==> src/rtl/tmr_capture_path.sv <==
module tmr_capture_path #(
  parameter int FLT_W = 4,
  parameter int DIV_W = 2
) (
  input  logic             clk,
  input  logic             rst_n,
  input  logic             smp_tick,
  input  logic             pin_in,
  input  logic [FLT_W-1:0] flt_cfg,
  input  logic             pol_fall,
  input  logic [1:0]       src_sel,
  input  logic [DIV_W-1:0] div_sel,
  input  logic             chan_en,
  input  logic             nbr_rise,
  input  logic             nbr_fall,
  input  logic             trig_in,
  output logic             filt_lvl,
  output logic             edge_evt,
  output logic             cap_strobe
);

  localparam int PCNT_W = (1 << DIV_W) - 1;

  logic [1:0]       sync_q;
  logic             smp;
  logic             filt_q, filt_d1;
  logic [FLT_W-1:0] run_cnt;
  logic             rise, fall, own_evt, nbr_evt, sel_evt;
  logic [DIV_W-1:0] div_q;
  logic [PCNT_W-1:0] pcnt, mask;
  logic             clr, hit;

  always_ff @(posedge clk) begin
    if (!rst_n) sync_q <= '0;
    else        sync_q <= {sync_q[0], pin_in};
  end

  assign smp = sync_q[1];

  always_ff @(posedge clk) begin
    if (!rst_n) begin
      filt_q  <= 1'b0;
      run_cnt <= '0;
    end else if (flt_cfg == '0) begin
      filt_q  <= smp;
      run_cnt <= '0;
    end else if (smp_tick) begin
      if (smp == filt_q) begin
        run_cnt <= '0;
      end else if (run_cnt >= flt_cfg) begin
        filt_q  <= smp;
        run_cnt <= '0;
      end else begin
        run_cnt <= run_cnt + 1'b1;
      end
    end
  end

  assign rise    = filt_q & ~filt_d1;
  assign fall    = ~filt_q & filt_d1;
  assign own_evt = pol_fall ? fall : rise;
  assign nbr_evt = pol_fall ? nbr_fall : nbr_rise;

  always_comb begin
    case (src_sel)
      2'b01:   sel_evt = own_evt;
      2'b10:   sel_evt = nbr_evt;
      2'b11:   sel_evt = trig_in;
      default: sel_evt = 1'b0;
    endcase
  end

  assign mask = ~({PCNT_W{1'b1}} << div_sel);
  assign clr  = !chan_en || (src_sel == 2'b00) || (div_sel != div_q);
  assign hit  = sel_evt && !clr && (pcnt == mask);

  always_ff @(posedge clk) begin
    if (!rst_n) begin
      filt_d1    <= 1'b0;
      edge_evt   <= 1'b0;
      cap_strobe <= 1'b0;
      div_q      <= '0;
      pcnt       <= '0;
    end else begin
      filt_d1    <= filt_q;
      edge_evt   <= rise | fall;
      cap_strobe <= hit;
      div_q      <= div_sel;
      if (clr)          pcnt <= '0;
      else if (sel_evt) pcnt <= (pcnt == mask) ? '0 : pcnt + 1'b1;
    end
  end

  assign filt_lvl = filt_q;

  AST_OUTMODE_QUIET: assert property (@(posedge clk) disable iff (!rst_n)
    (src_sel == 2'b00) |=> !cap_strobe);
  AST_DISABLED_QUIET: assert property (@(posedge clk) disable iff (!rst_n)
    !chan_en |=> !cap_strobe);
  AST_FILTER_HOLD: assert property (@(posedge clk) disable iff (!rst_n)
    (flt_cfg != '0 && !smp_tick) |=> $stable(filt_lvl));
  AST_DIV1_PASS: assert property (@(posedge clk) disable iff (!rst_n)
    (div_sel == '0 && div_q == '0 && chan_en && src_sel == 2'b11 && trig_in) |=> cap_strobe);

endmodule

==> config.mk <==
export PLATFORM = sky130hd
export DESIGN_NAME = tmr_capture_path
export DESIGN_NICKNAME = d
export VERILOG_FILES = /design/src/rtl/tmr_capture_path.sv
export SDC_FILE = /design/constraint.sdc
export NUM_CORES = 1
export LEC_CHECK = 0
export BUFFER_PORTS_ARGS = -buffer_cell sky130_fd_sc_hd__buf_4
export CAP_MARGIN = 20
export CORE_MARGIN = 2
export CORE_UTILIZATION = 45
export CTS_CLUSTER_SIZE = 10
export DETAILED_ROUTE_END_ITERATION = 12
export PLACE_DENSITY = 0.78
export SLEW_MARGIN = 20
export SYNTH_ARGS = -nofsm -noshare
export SYNTH_HDL_FRONTEND = slang
export SYNTH_SLANG_ARGS = --single-unit
==> constraint.sdc <==
create_clock -name clk -period 1.89 [get_ports clk]
set_input_delay 0.189 -clock clk [delete_from_list [all_inputs] [get_ports clk]]
set_output_delay 0.189 -clock clk [all_outputs]
set_load 0.01 [all_outputs]
==> summary.txt, run 1 <==
Outcome
  • Status: finished clean

Worst setup path
  • Critical path's top delay family: flip-flops
  • Worst path required time: 2.12 ns
  • CP max stage cell: dfxtp_1
  • Worst R2R End: run_cnt[2]$_SDFFE_PP0P_
  • R2r startpoint: run_cnt[0]$_SDFFE_PP0P_
  • Crit-path cells: inv_1, ha_1, nand2b_4, a2111oi_4, buf_4, buf_4, o211ai_1, nand3_1
  • Crit path launch type: register
  • Most frequent CP cell: buf_4
  • Crit path from: run_cnt[0]$_SDFFE_PP0P_
  • Worst-path fanout max: 6
  • R2r setup slk: 0.19 ns
  • Worst Path Buf+Inv: 3
  • Worst Setup End Kind: register
  • Arr. time, crit path: 1.93 ns
  • R2r worst-path depth: 8
  • WS Path Type: register to register
  • Worst path max stage delay: 0.39 ns

Power and ir drop
  • Sequential share of power: 0.528
  • Int Power: 0.456 mW
  • Sw frac: 0.258
  • Total Power: 0.615 mW
  • Clk pwr share: 0.305
  • Leakage: 0.498 nW
  • PwrDens: 528 nW/um^2
  • Maximum vdd drop: 0.351 mV
  • NetSw: 0.159 mW
  • Comb pwr share: 0.166

Layout
  • Ant. Diodes: 0
  • Share of layout cells above drive strength 1: 0.274
  • Utilization after layout: 0.588
  • Post-layout nets: 150
  • Area added between synthesis and finish: 22.8%
  • Fin area: 1160 um^2
  • Non-Filler Instances: 151

STA
  • Hold slack final: 0.0974 ns
  • Worst relative slew slack: 0.621
  • Final hold vios: 0
  • Final period util: 0.899
  • Final WS setup: 0.191 ns
  • Slew Viols, Final: 0
  • TNS Setup: 0 ns
  • Slew @ Worst Pin: 0.562 ns
  • RSZ-0062 raised after global routing: no
  • Min Tclk post-route: 1.70 ns
  • Post-Route Skew: 0.0100 ns
  • Final setup viols: 0
  • Fmax: 0.589 GHz

Synth
  • Yosys warnings: 0
  • Number of flops mapped to enable cells by yosys: 0
  • Library cells used by synthesis: 42
  • Mapped Nets: 125
  • #FFs+latches synth: 15
  • Synthesized area per cell: 9.48 um^2
  • Syn Std Cell Area: 948 um^2
  • Seq/Total Area, Yosys: 0.317
  • Synth async-reset ratio: 0
  • Post-Syn Instances: 100
  • Dominant synthesized flop cell: dfxtp_1

Floorplan
  • Core Area: 1980 um^2
  • Num ports: 20
  • Total die area: 2490 um^2
  • Row count: 16
  • Initial Util: 0.479
  • Die width: 49.9 um
  • Die H: 49.9 um

Clocking
  • Total CTS buffers: 3
  • CTS tree: yes
  • Clock buffer depth: 2
  • CTS H-tree depth: 1
  • Hold-fix buffers at CTS: 0
  • Post_cts resized: 0
  • Clk root buf: clkbuf_4
  • Worst-Skew Late Latency: 0.29 ns
  • CTS clk-pin slew, worst paths: 0.10 ns
  • Sink Count: 15

GRT
  • Vias in the first global route: 755
  • Initial antenna violation count: 0
  • Largest net degree at the start of global routing: 11
  • Total grt overflow: 0
  • First-pass GRT wire length: 3030 um
  • GRT Resource Usage Total: 0.157

Detailed routing
  • First DRT Iteration DRCs: 18
  • Drc violations: 0
  • Post-route ant nets: 0
  • DR vias/cell: 5.56
  • Drt wl/cell: 11.7 um
  • First-pass detailed-route iteration total: 4
  • Final wirelength: 1770 um
  • Via count: 840

Placement
  • Global placer's final weighted congestion: 0.852
  • Post-Place Cells: 145
  • Number of port buffers: 19
  • Detailed Place HPWL: 1430 um
  • Placed Area: 1120 um^2
  • Setup WS pre-CTS: 0.0846 ns

Worst hold path
  • Hold depth: 2
  • Hold Path Class: primary input to register
  • Hold endpoint: sync_q[0]$_SDFF_PN0_
  • Hold Crit Start: pin_in

Run
  • Maxcap violations: 0
## cells by family after synthesis
group           count (synthesis)  share of synthesized area
buf+inv                         9                     0.0369
compound gates                 25                      0.230
xor+xnor                        3                     0.0277
flops                          15                      0.317
simple gates                   37                      0.249
fa+ha+maj                       8                      0.106
mux                             3                     0.0343
## how the worst max path moves through the flow
| stage | depth (start not counted) | slack (ns) | endpoint |
|---|---|---|---|
| 2_1_floorplan | 6 | 0.25 | filt_lvl$_SDFFE_PN0P_ |
| 3_3_place_gp | 6 | 0.16 | filt_lvl$_SDFFE_PN0P_ |
| 3_5_place_dp | 6 | 0.08 | run_cnt[3]$_SDFFE_PP0P_ |
| 4_1_cts | 6 | 0.07 | filt_lvl$_SDFFE_PN0P_ |
| 5_1_grt | 7 | 0.07 | run_cnt[3]$_SDFFE_PP0P_ |
| 6_report | 8 | 0.19 | run_cnt[2]$_SDFFE_PP0P_ |
## layout by cell type (no fill, tap or decap), types with 2 or more instances in the layout
cell type | Yosys | final
buf_4 | 0 | 21
nand2_1 | 6 | 6
o21ai_0 | 4 | 4
nor2_1 | 3 | 3
xor2_1 | 3 | 3
dfxtp_1 | 15 | 15
o211ai_1 | 3 | 3
mux2_2 | 2 | 2
ha_1 | 8 | 8
a211oi_1 | 2 | 2
nor2b_1 | 2 | 2
clkbuf_4 | 0 | 3
nor3_1 | 3 | 3
a21oi_1 | 2 | 2
nand3_1 | 4 | 4
o2111ai_1 | 4 | 4
nor3b_1 | 2 | 2
and2_1 | 4 | 4
inv_1 | 8 | 8
## synthesized netlist by cell type, types with 2 or more instances
| cell type | n | area (um^2) |
|---|---|---|
| xor2_1 | 3 | 26.3 |
| nand3_1 | 4 | 20.0 |
| a211oi_1 | 2 | 15.0 |
| mux2_2 | 2 | 22.5 |
| dfxtp_1 | 15 | 300 |
| o21ai_0 | 4 | 20.0 |
| inv_1 | 8 | 30.0 |
| nor3_1 | 3 | 15.0 |
| a21oi_1 | 2 | 10.0 |
| ha_1 | 8 | 100 |
| nor3b_1 | 2 | 15.0 |
| and2_1 | 4 | 25.0 |
| o211ai_1 | 3 | 22.5 |
| nor2b_1 | 2 | 12.5 |
| o2111ai_1 | 4 | 35.0 |
| nand2_1 | 6 | 22.5 |
| nor2_1 | 3 | 11.3 |
## registers in the layout (all words and copies together), names as in the netlist
name        count
filt_d1         1
pcnt            3
filt_lvl        1
div_q           2
run_cnt         4
cap_strobe      1
edge_evt        1
sync_q          2
## per-layer routing
metal / GRT usage / vias up / wire length (um)
met5: 0 / - / 0
met4: 0.0139 / 0 / 0
met3: 0.0545 / 0 / 137
met2: 0.278 / 33 / 876
met1: 0.188 / 382 / 757
li1: - / 425 / -
## power groups by stage
stage	logic (mW)	clock network (mW)	registers, mW
floorplan	0.0531	0	0.332
global placement	0.0951	0	0.332
detailed placement	0.0979	0	0.332
CTS	0.0980	0.198	0.325
global route	0.113	0.209	0.326
finish	0.102	0.188	0.325
## what timing repair did
item                       4_1_cts  5_1_grt
setup endpoints to repair        0        4
hold endpoints to repair         0        0
buffers inserted                 0        2
## cell type report
cell class	count	area [um^2]
Timing Repair Buffer	21	158
Clock buffer	3	22.5
Tap cell	27	33.8
Clock inverter	1	7.51
Inverter	8	30.0
Multi-Input combinational cell	76	613
Sequential cell	15	300
Fill cell	177	817
No activity file was read; power rests on OpenSTA's default activity.
==> run 2: changes to the inputs <==
- CTS_BUF_LIST: default -> sky130_fd_sc_hd__clkbuf_8
==> run 2 against run 1 <==
Via count did not move. Global-route usage rose by 0.34 points. Die area did not move. Register-to-register slack barely moved. Cell area rose by 1.6%. Critical path depth did not move. Sequential cell count did not move. Combinational power barely moved. Clock skew fell by 0.0069 ns. Sequential power barely moved. Largest cell class unchanged. Highest routed layer is now met4.
==> summary.txt, run 2 (same netlist as run 1, synthesis figures left out) <==
Placement
  • Detailed Place HPWL: 1430 um (unchanged)
  • Global placer's final weighted congestion: 0.852 (unchanged)
  • Placed Area: 1120 um^2 (unchanged)
  • Number of port buffers: 19 (unchanged)

Worst setup path
  • Worst path max stage delay: 0.38 ns (about the same)
  • Worst Path Buf+Inv: 3 (unchanged)
  • Worst path required time: 2.08 ns (-0.04 ns)
  • Critical path's top delay family: flip-flops
  • Arr. time, crit path: 1.89 ns (-0.04 ns)
  • Crit-path cells: inv_1, ha_1, nand2b_4, a2111oi_4, buf_4, buf_4, o211ai_1, nand3_1
  • Crit path launch type: register
  • Worst Setup End Kind: register
  • Worst-path fanout max: 6 (unchanged)
  • WS Path Type: register to register
  • CP max stage cell: dfxtp_1
  • Most frequent CP cell: buf_4

Floorplan
  • Num ports: 20 (unchanged)
  • Core Area: 1980 um^2 (unchanged)
  • Initial Util: 0.479 (unchanged)
  • Row count: 16 (unchanged)
  • Total die area: 2490 um^2 (unchanged)
  • Die width: 49.9 um (unchanged)
  • Die H: 49.9 um (unchanged)

GRT
  • Vias in the first global route: 754 (-0.13%)
  • First-pass GRT wire length: 3040 um (+0.23%)
  • Largest net degree at the start of global routing: 11 (unchanged)
  • GRT Resource Usage Total: 0.160 (+0.00338)
  • Initial antenna violation count: 0 (unchanged)
  • Total grt overflow: 0 (unchanged)

STA
  • Fmax: 0.591 GHz (+0.38%)
  • RSZ-0062 raised after global routing: no
  • Hold slack final: 0.138 ns (+0.0404 ns)
  • Final setup viols: 0 (unchanged)
  • Slew @ Worst Pin: 0.573 ns (+0.0112 ns)
  • Slew Viols, Final: 0 (unchanged)
  • Worst relative slew slack: 0.614 (-0.00753)
  • TNS Setup: 0 ns (unchanged)
  • Final hold vios: 0 (unchanged)
  • Post-Route Skew: 0.00315 ns (-0.00686 ns)
  • Final period util: 0.895 (-0.00342)
  • Min Tclk post-route: 1.69 ns (-0.00646 ns)

Layout
  • Multi-input gate area: 613 um^2 (unchanged)
  • Biggest regs: run_cnt: 4 flops, pcnt: 3 flops
  • Most common cell after layout, fill and taps aside: buf_4
  • Post-layout nets: 150 (unchanged)
  • Fillcell total: 169 (-4.5%)
  • Ant. Diodes: 0 (unchanged)
  • Fin area: 1180 um^2 (+1.6%)
  • Max FFs per register: 4 (unchanged)
  • Register Area: 300 um^2 (unchanged)
  • Top reg by flops: run_cnt
  • Share of layout cells above drive strength 1: 0.274 (unchanged)
  • Area added between synthesis and finish: 24.8%
  • Most frequent cells in the layout: buf_4 (21), dfxtp_1 (15), inv_1 (8), ha_1 (8), nand2_1 (6)

Clocking
  • CTS tree: yes
  • Sink Count: 15 (unchanged)
  • Post_cts resized: 0 (unchanged)
  • Clk root buf: clkbuf_8
  • Worst-Skew Late Latency: 0.25 ns (-0.04 ns)
  • CTS clk-pin slew, worst paths: 0.06 ns (-0.04 ns)
  • Clock buffer depth: 2 (unchanged)
  • Total CTS buffers: 3 (unchanged)
  • CTS H-tree depth: 1 (unchanged)

Power and ir drop
  • Maximum vdd drop: 0.418 mV (+19%)
  • Leakage: 0.506 nW (+1.6%)
  • PwrDens: 588 nW/um^2 (+11%)
  • Total Power: 0.696 mW (+13%)

Detailed routing
  • Post-route ant nets: 0 (unchanged)
  • Final wirelength: 1840 um (+3.7%)
  • First-pass detailed-route iteration total: 4 (unchanged)
  • First DRT Iteration DRCs: 21 (+3)
  • Via count: 840 (unchanged)
  • Drc violations: 0 (unchanged)
  • Drt wl/cell: 12.2 um (+3.7%)
  • DR vias/cell: 5.56 (unchanged)

Run
  • Maxcap violations: 0 (unchanged)

Outcome
  • Status: finished clean

Worst hold path
  • Hold Path Class: primary input to register
-- run 2: cell counts in the layout (fill, tap and decap cells not counted) --
No cell type changed its count.
-- run 2: final cells by class --
| type | count | share of cell area |
|---|---|---|
| clock buffer | 3 | 0.0349 |
| clock inverter | 1 | 0.00634 |
| inverter | 8 | 0.0254 |
| multi-input combinational | 76 | 0.518 |
| sequential | 15 | 0.254 |
| tap | 27 | 0.0285 |
| timing repair buffer | 21 | 0.133 |
-- run 2: per-stage QoR --
stage                util  setup WS, ns  std cells
finish              0.597         0.198        151
global route        0.597        0.0852        151
CTS                 0.590        0.0823        149
detailed placement  0.565        0.0846        145
global placement    0.565         0.162        145
floorplan               -         0.249        100
-- run 2: report_power, final --
part / leakage [nW] / internal (mW) / switching, mW
combinational: 0.362 / 0.0540 / 0.0487
sequential: 0.122 / 0.322 / 0.00343
clock: 0.0217 / 0.148 / 0.119
total: 0.506 / 0.524 / 0.171
-- run 2: what timing repair did --
action	4_1_cts	5_1_grt
setup buffers	0	2
endpoints found under the setup margin	0	4
hold buffers	0	0
-- run 2: metal layers --
layer | wire, um | vias up | global-route usage
li1 | - | 428 | -
met1 | 820 | 382 | 0.187
met2 | 877 | 27 | 0.278
met3 | 124 | 3 | 0.0636
met4 | 15 | 0 | 0.0278
met5 | 0 | - | 0
-- run 2: final timing paths --
check	from	endpoint	slack [ns]	cells past startpoint
max	run_cnt[0]$_SDFFE_PP0P_	run_cnt[2]$_SDFFE_PP0P_	0.20	8
min	pin_in	sync_q[0]$_SDFF_PN0_	0.14	2
max reg2reg	run_cnt[0]$_SDFFE_PP0P_	run_cnt[2]$_SDFFE_PP0P_	0.20	8
min reg2reg	sync_q[0]$_SDFF_PN0_	sync_q[1]$_SDFF_PN0_	0.44	1
-- run 2: worst reg2reg max path, delay by kind of cell (launching register included) --
family | cells | cell delay, ns
AOI/OAI and AO/OA | 2 | 0.36
adders and majority gates | 1 | 0.27
buffers and inverters | 3 | 0.38
DFF | 1 | 0.38
and+or+nand+nor | 2 | 0.25
